**src/rtl/cc_pkg.sv**
```systemverilog
package cc_pkg;
    localparam int CNT_W  = 16;
    localparam int BYTE_W = 8;

    typedef enum logic [2:0] {
        MODE_IDLE   = 3'd0,
        MODE_CAP    = 3'd1,
        MODE_TIMER  = 3'd2,
        MODE_TOGGLE = 3'd3,
        MODE_PWM    = 3'd4,
        MODE_FREQ   = 3'd5,
        MODE_WDT    = 3'd6
    } mode_e;

    // Mask of the low counter bits that form one PWM period.
    function automatic logic [CNT_W-1:0] res_mask(input logic [2:0] res);
        case (res)
            3'd0:    res_mask = 16'h00FF;
            3'd1:    res_mask = 16'h01FF;
            3'd2:    res_mask = 16'h03FF;
            3'd3:    res_mask = 16'h07FF;
            default: res_mask = 16'hFFFF;
        endcase
    endfunction

    // Legal mode from a raw code; unsupported codes fall back to idle.
    function automatic mode_e decode_mode(input logic [2:0] code, input bit wdt_ok);
        case (code)
            3'd1:    decode_mode = MODE_CAP;
            3'd2:    decode_mode = MODE_TIMER;
            3'd3:    decode_mode = MODE_TOGGLE;
            3'd4:    decode_mode = MODE_PWM;
            3'd5:    decode_mode = MODE_FREQ;
            3'd6:    decode_mode = wdt_ok ? MODE_WDT : MODE_IDLE;
            default: decode_mode = MODE_IDLE;
        endcase
    endfunction
endpackage

```
**src/rtl/cc_edge.sv**
```systemverilog
module cc_edge (
    input  logic       clk,
    input  logic       rst,
    input  logic       pin,
    input  logic [1:0] sel,
    output logic       hit
);
    logic prev_q;

    always_ff @(posedge clk) begin
        if (rst) prev_q <= 1'b0;
        else     prev_q <= pin;
    end

    // sel[0]: rising edge, sel[1]: falling edge
    assign hit = (sel[0] & pin & ~prev_q) | (sel[1] & ~pin & prev_q);
endmodule

```
**src/rtl/cc_pwm.sv**
```systemverilog
module cc_pwm
    import cc_pkg::*;
(
    input  logic             clk,
    input  logic             rst,
    input  logic             active,
    input  logic             tick,
    input  logic             load,
    input  logic [CNT_W-1:0] cnt,
    input  logic [2:0]       res,
    input  logic [CNT_W-1:0] shadow,
    output logic             roll,
    output logic             fall
);
    logic [CNT_W-1:0] cmp_q;
    logic [CNT_W-1:0] mask;
    logic [CNT_W-1:0] low;

    assign mask = res_mask(res);
    assign low  = cnt & mask;
    assign roll = active & tick & (low == mask);
    assign fall = active & tick & ~roll & (low == (cmp_q & mask));

    // The active compare value follows the shadow only at period boundaries.
    always_ff @(posedge clk) begin
        if (rst)              cmp_q <= '0;
        else if (load | roll) cmp_q <= shadow;
    end
endmodule

```
**src/rtl/cc_channel.sv**
```systemverilog
module cc_channel
    import cc_pkg::*;
#(
    parameter bit                HAS_WDT  = 1'b1,
    parameter logic [BYTE_W-1:0] WDT_INIT = 8'hFF
) (
    input  logic             clk,
    input  logic             rst,
    input  logic [CNT_W-1:0] cnt_val,
    input  logic             cnt_tick,
    input  logic             pin_in,
    input  logic             cfg_we,
    input  logic [2:0]       cfg_mode,
    input  logic [1:0]       cfg_edge,
    input  logic [2:0]       cfg_res,
    input  logic             wr_en,
    input  logic [CNT_W-1:0] wr_data,
    input  logic             flag_clr,
    output logic [CNT_W-1:0] ccr_o,
    output logic             pin_out,
    output logic             flag_o,
    output logic             wdt_rst_o
);
    localparam mode_e            RST_MODE = HAS_WDT ? MODE_WDT : MODE_IDLE;
    localparam logic [CNT_W-1:0] RST_CCR  = HAS_WDT ? {{(CNT_W-BYTE_W){1'b0}}, WDT_INIT} : '0;

    mode_e            mode_q;
    logic [1:0]       edge_q;
    logic [2:0]       res_q;
    logic [CNT_W-1:0] ccr_q;
    logic             pin_q, flag_q, wdt_q;

    logic edge_hit, cap_hit, full_match, freq_match, wdt_hit;
    logic pwm_roll, pwm_fall, flag_set;

    cc_edge u_edge (
        .clk (clk),
        .rst (rst),
        .pin (pin_in),
        .sel (edge_q),
        .hit (edge_hit)
    );

    cc_pwm u_pwm (
        .clk    (clk),
        .rst    (rst),
        .active (mode_q == MODE_PWM),
        .tick   (cnt_tick),
        .load   (cfg_we),
        .cnt    (cnt_val),
        .res    (res_q),
        .shadow (ccr_q),
        .roll   (pwm_roll),
        .fall   (pwm_fall)
    );

    assign cap_hit    = (mode_q == MODE_CAP) && edge_hit;
    assign full_match = cnt_tick && (cnt_val == ccr_q);
    assign freq_match = cnt_tick && (cnt_val[BYTE_W-1:0] == ccr_q[BYTE_W-1:0]);

    generate
        if (HAS_WDT) begin : g_wdt
            assign wdt_hit = (mode_q == MODE_WDT) && cnt_tick &&
                             (cnt_val[CNT_W-1:BYTE_W] == ccr_q[BYTE_W-1:0]);
        end else begin : g_no_wdt
            assign wdt_hit = 1'b0;
        end
    endgenerate

    assign flag_set = cap_hit
                    | (((mode_q == MODE_TIMER) || (mode_q == MODE_TOGGLE)) && full_match)
                    | pwm_roll
                    | ((mode_q == MODE_FREQ) && freq_match);

    // Configuration
    always_ff @(posedge clk) begin
        if (rst) begin
            mode_q <= RST_MODE;
            edge_q <= 2'b01;
            res_q  <= 3'd0;
        end else if (cfg_we) begin
            mode_q <= decode_mode(cfg_mode, HAS_WDT);
            edge_q <= cfg_edge;
            res_q  <= cfg_res;
        end
    end

    // Channel register: capture > write > frequency advance
    always_ff @(posedge clk) begin
        if (rst) begin
            ccr_q <= RST_CCR;
        end else if (cap_hit) begin
            ccr_q <= cnt_val;
        end else if (wr_en) begin
            if (HAS_WDT && mode_q == MODE_WDT)
                ccr_q <= {wr_data[CNT_W-1:BYTE_W],
                          cnt_val[CNT_W-1:BYTE_W] + wr_data[BYTE_W-1:0]};
            else
                ccr_q <= wr_data;
        end else if (mode_q == MODE_FREQ && freq_match) begin
            ccr_q[BYTE_W-1:0] <= ccr_q[BYTE_W-1:0] + ccr_q[CNT_W-1:BYTE_W];
        end
    end

    // Output pin, flag and reset request
    always_ff @(posedge clk) begin
        if (rst) begin
            pin_q  <= 1'b0;
            flag_q <= 1'b0;
            wdt_q  <= 1'b0;
        end else begin
            case (mode_q)
                MODE_TOGGLE: if (full_match) pin_q <= ~pin_q;
                MODE_PWM: begin
                    if (pwm_roll)      pin_q <= 1'b1;
                    else if (pwm_fall) pin_q <= 1'b0;
                end
                MODE_FREQ:   if (freq_match) pin_q <= ~pin_q;
                default: ;
            endcase
            if (flag_set)      flag_q <= 1'b1;
            else if (flag_clr) flag_q <= 1'b0;
            if (wdt_hit)       wdt_q  <= 1'b1;
        end
    end

    assign ccr_o     = ccr_q;
    assign pin_out   = pin_q;
    assign flag_o    = flag_q;
    assign wdt_rst_o = wdt_q;
endmodule

```
**config.mk**
```make
export PLATFORM = sky130hd
export DESIGN_NAME = cc_channel
export DESIGN_NICKNAME = d
export VERILOG_FILES = /design/src/rtl/cc_pkg.sv /design/src/rtl/cc_edge.sv /design/src/rtl/cc_pwm.sv /design/src/rtl/cc_channel.sv
export SDC_FILE = /design/constraint.sdc
export NUM_CORES = 1
export LEC_CHECK = 0
export CAP_MARGIN = 10
export CELL_PAD_IN_SITES_DETAIL_PLACEMENT = 0
export CELL_PAD_IN_SITES_GLOBAL_PLACEMENT = 1
export CORE_ASPECT_RATIO = 1.1
export CORE_MARGIN = 2
export CORE_UTILIZATION = 39
export DETAILED_ROUTE_END_ITERATION = 8
export GPL_ROUTABILITY_DRIVEN = 1
export GPL_TIMING_DRIVEN = 1
export PLACE_DENSITY = 0.81
export SETUP_SLACK_MARGIN = 0.4
export SYNTH_ARGS = -nofsm -noshare
export SYNTH_HDL_FRONTEND = slang
export SYNTH_SLANG_ARGS = --single-unit
```
**constraint.sdc**
```tcl
create_clock -name clk -period 2.34 [get_ports clk]
set_input_delay 0.351 -clock clk [delete_from_list [all_inputs] [get_ports clk]]
set_output_delay 0.351 -clock clk [all_outputs]
set_load 0.005 [all_outputs]
```
After elaboration in Yosys (flattened, before gate mapping)
Cells that the tools add are included.
{ "op_classes": {"add_sub_neg": 2, "eq_ne": 23, "n_mux": 14, "bitwise_logic": 19, "reduce_logical": 14} }
{ "op_table": {"columns": ["operator", "count"], "rows": [
  ["$pmux W16 S4", 1],
  ["$eq A16 B16 Y1", 3],
  ["$and A16 B16 Y16", 2],
  ["$mux W8", 4],
  ["$eq A3 B2 Y1 const B", 6],
  ["$eq A3 B3 Y1 const B", 6],
  ["$pmux W3 S6", 1],
  ["$add A8 B8 Y8", 2],
  ["$eq A8 B8 Y1", 2],
  ["$mux W16", 1],
  ["$eq A3 B1 Y1 const B", 3],
  ["$and A1 B1 Y1", 8],
  ["$logic_and A1 B1 Y1", 7],
  ["$mux W1", 6],
  ["$reduce_bool A3 Y1", 2],
  ["$or A1 B1 Y1", 5],
  ["$ne A2 B2 Y1 const B", 2],
  ["$not A1 Y1", 4],
  ["$reduce_and A4 Y1", 1],
  ["$reduce_bool A2 Y1", 2],
  ["$logic_not A3 Y1", 1],
  ["$ne A3 B3 Y1 const B", 1],
  ["$pmux W1 S3", 1],
  ["$logic_or A1 B1 Y1", 1]
]} }
{ "word_totals": {"ff_bits": 44, "inputBits": 47, "out_inout_bits": 19, "word_cells": 82} }

Logic depth before layout (Yosys ltp)
{ "logic_depth": {"ltp_word": 11, "ltp_mapped": 10} }

Hierarchy
Synthesis repeated with hierarchy kept, for this count alone.
{ "unflattened": {"cells_unflattened": 382, "area_unflattened_um2": 3259.4} }
{ "modules_own_cells": {"columns": ["mod", "instances", "cells_per_inst", "area_per_inst_um2"], "rows": [
  ["cc_channel", 1, 266, 2192.1],
  ["cc_pwm", 1, 111, 1027.2],
  ["cc_edge", 1, 5, 40.0]
]} }

Least setup slack after synthesis
No wires, ideal clock.
{ "synth_path": {"kind": "register to register", "startpoint": "reg ccr_q[0] (netlist: ccr_o[0])", "endpoint": "reg ccr_q[6] (netlist: ccr_o[6])", "setup_time_ns": 0.120, "arrival_time_ns": 2.062, "path_slack_ns": 0.158, "path_stages_with_launch": 11, "path_buffers": 0, "synth_period_minus_slack_ns": 2.182, "cell_sequence": "dfxtp_1 > ha_1 > inv_1 > fa_1 > nor2b_4 > o31a_1 > or4_1 > a21o_1 > o211ai_2 > a31oi_1 > or2_1"} }
{ "synth_between": {"elab_chain_len": 4, "elab_cells_between_ends": 8} }
{ "synth_lines": {"columns": ["item", "line", "text"], "rows": [
  ["from (decl)", "cc_channel.sv:30", "logic [CNT_W-1:0] ccr_q;"],
  ["from (signal assigned)", "cc_channel.sv:93", "ccr_q <= cnt_val;"],
  ["from (signal assigned)", "cc_channel.sv:96", "ccr_q <= {wr_data[CNT_W-1:BYTE_W],"],
  ["from (signal assigned)", "cc_channel.sv:99", "ccr_q <= wr_data;"],
  ["$add A8 B8 Y8 or $eq A8 B8 Y1 (tied branches)", "cc_channel.sv:101, cc_channel.sv:59", null],
  ["$mux W8 or $logic_and A1 B1 Y1 (tied branches)", "cc_channel.sv:100, cc_channel.sv:59", null],
  ["$mux W8 or $logic_and A1 B1 Y1 (tied branches)", "cc_channel.sv:94, cc_channel.sv:100", null],
  ["$mux W16 or $reduce_bool A3 Y1 (tied branches)", null, null]
]} }
Several ways; a longest one is shown, not always the timed one. The select of a mux whose other input is x is not followed.
A chain may end at the register's enable or synchronous reset.

Worst setup path after layout
{ "layout_path": {"startpoint": "reg ccr_q[8] (netlist: ccr_o[8])", "endpoint": "reg ccr_q[6] (netlist: ccr_o[6])"} }
{ "layout_between": {"elab_chain_len": 4} }
{ "layout_lines": {"columns": ["item", "line", "text"], "rows": [
  ["$add A8 B8 Y8", "cc_channel.sv:101", "ccr_q[BYTE_W-1:0] <= ccr_q[BYTE_W-1:0] + ccr_q[CNT_W-1:BYTE_W];"],
  ["$mux W8", "cc_channel.sv:100", "end else if (mode_q == MODE_FREQ && freq_match) begin"],
  ["$mux W8", "cc_channel.sv:94", "end else if (wr_en) begin"],
  ["$mux W16", "cc_channel.sv:92", "end else if (cap_hit) begin"]
]} }
No other way between the ends. The select of a mux whose other input is x is not followed.

==> results <==
-- Yosys cell counts (8+ instances only) --
cell type / count
nand2_1: 18
clkbuf_1: 14
xnor2_1: 20
xor2_1: 29
a211oi_1: 10
dfxtp_1: 44
o21ai_0: 16
nor2_1: 42
mux2i_1: 32
nor2b_1: 8
ha_1: 14
a21oi_1: 16
-- stage by stage --
step           hold WS [ns]  std cells  setup slack [ns]  area, µm²  utilization
4_1_cts               0.510        584             0.189       4450        0.559
3_3_place_gp          0.484        573            -0.229       4290        0.539
2_1_floorplan         0.461        373             0.258       3230            -
6_report              0.502        585             0.188       4600        0.579
3_5_place_dp          0.499        573            -0.288       4290        0.539
5_1_grt               0.543        585            0.0972       4600        0.579
-- power by group through the flow --
stage	clock network (µW)	logic, µW	registers, µW
final	470	818	861
after global routing	500	892	868
after CTS	480	777	860
after detailed placement	0	752	875
after global placement	0	741	873
after floorplan	0	425	872
-- worst max-delay path, stage by stage (launching register included) --
cell and delay, ns:
dfxtp_2 0.35, ha_4 0.16, inv_2 0.05, fa_2 0.23, nor2b_4 0.05, o31a_1 0.28
or4_1 0.40, a21o_1 0.19, o211ai_2 0.07, a31oi_1 0.08, or2_1 0.20
-- what timing repair did --
| item | in CTS | in global routing |
|---|---|---|
| buffers inserted | 4 | 1 |
| endpoints found under the hold margin | 0 | 0 |
| pin swaps | 5 | 13 |
| gates resized for setup | 16 | 41 |
| setup endpoints to repair | 22 | 11 |
-- logic make-up after synthesis --
group / after synthesis / share of synthesized area
simple gates: 113 / 0.185
flops: 44 / 0.274
fa+ha+maj: 17 / 0.0701
buf+inv: 32 / 0.0475
mux: 33 / 0.103
compound gates: 85 / 0.186
xor+xnor: 49 / 0.134
-- sequential cells by signal, summed over array words and instances, names as in the netlist, 2 cells and up --
name,flops
ccr_o,16
mode_q,3
u_pwm.cmp_q,16
edge_q,2
res_q,3
-- per-layer routing --
| metal | GRT usage | vias up |
|---|---|---|
| met3 | 0.0348 | 16 |
| met2 | 0.378 | 98 |
| met4 | 0.0663 | 0 |
| met1 | 0.298 | 1501 |
| li1 | - | 1541 |
| met5 | 0 | - |
-- area by class of cell --
class	instances	area, µm²
Clock inverter	2	12.5
Clock buffer	5	68.8
Timing Repair Buffer	121	1120
Sequential cell	44	893
Multi-Input combinational cell	297	2350
Tap cell	108	135
Fill cell	733	3350
Inverter	8	30.0
-- how the worst max path moves through the flow --
stage               start        to  slack (ns)  cells after the start
2_1_floorplan    ccr_o[0]  ccr_o[6]        0.26                     10
3_3_place_gp   cnt_val[8]  ccr_o[6]       -0.23                     11
3_5_place_dp   cnt_val[9]  ccr_o[7]       -0.29                     10
4_1_cts          ccr_o[8]  ccr_o[6]        0.19                     10
5_1_grt          ccr_o[8]  ccr_o[6]         0.1                     10
6_report         ccr_o[8]  ccr_o[6]        0.19                     10
==> metrics <==
outcome finished clean; clock-pin slew on the worst setup and hold paths 0.08 ns; average size of a mapped cell 8.61 µm²; Total Routed Length approximately 10000 µm; die area between 8000 and 9000 µm²; # IOs 66; first-pass GRT wire length 16100 µm; crit path kind register to register; # DRC 0; vias in the first global route between 3000 and 4000; Num CTS Buffers 5; DR top layer met4; max-cap violation count 0; Worst R2R End ccr_o[6]; Cells after Synth 373; Power Density between 400 and 500 nW/µm²; DRT antenna net count 0; Max transition margin 0.611; Setup Skew around 0.0062 ns; Worst Max-Slew Pin Slew around 0.58 ns; Core Region 7960 µm²; Worst Hold Launch pin_out; Yosys top cell by area dfxtp_1; clk sink count between 40 and 50; Crit Reg-Reg Startpoint ccr_o[8]; largest net degree at the start of global routing 19; Comb pwr share 0.381; area delta synth->final 43.4%; Yosys warning count 0; NetSw just over 700 µW; hold_buf cts 0; commonest cells after routing, fill and taps aside buf_4 (53), clkdlybuf4s50_1 (46), nor2_1 (42), dfxtp_1 (38), mux2i_1 (32); Final HPWL DP just under 8000 µm; Hold Path End pin_out; Top FF cell, synth dfxtp_1; main area contributors after synthesis dfxtp_1 (27%), mux2i_1 (10%), xor2_1 (7.9%); Starting Density 0.404; ys async rst share 0; Hold Fails Final Rpt 0; Worst Hold Depth 2; startpoint types register; initial antenna violation count 0; Final period util 0.920; Worst VDD drop 0.257 mV; Netlist cell types 61; n_diodes 0; Reg2Reg Setup Slack 0.19 ns; # nets final 540; Yosys reg bits 44; IO buf count 65; top-area cell type share of the netlist area 0.274; Switching Share 0.331; Crit Path Max Fanout 3; die height 99.2 µm; P_int roughly 1400 µW; H-tree levels 2; met2 WL slightly below 5000 µm; Min Clock Period, post-route between 2 and 2.5 ns; setup TNS 0 ns; CTS tree done; Leakage ~0.002 µW; layout cells sized above 1 0.224; reg2reg path depth 10; clock network power share 0.219; RSZ-0062 raised after global routing yes; register area share after synthesis 0.274; worst hold path type register to register; Post-synth EDFFs 0; post-synth design cell area ~3200 µm²; fmax between 400 and 500 MHz; num rows 34; most common cell after layout, fill and taps aside buf_4; total power draw about 2100 µW; routed via count 3156; Worst Path Required 2.54 ns; routability cong. roughly 0.91; Crit. End Element register; Skew-Pair Late Insertion Delay around 0.30 ns; Root Driver clkbuf_8; CTS Buffer Depth 2; Worst Path Arrival 2.35 ns; die width 90.5 µm; M1 wire length between 4000 and 5000 µm; Iteration-0 DRC Markers 233; Total GRT Usage 0.225; routed vias/inst 5.39; syn nets about 440; drt pass-1 iters 6; final slew viol count 0; Seq pwr share 0.400; final setup vio count 0; gr ovfl total 0; wire per inst ~17 µm; Met3 Wirelength just over 600 µm
(Power assumes the default switching activity.)
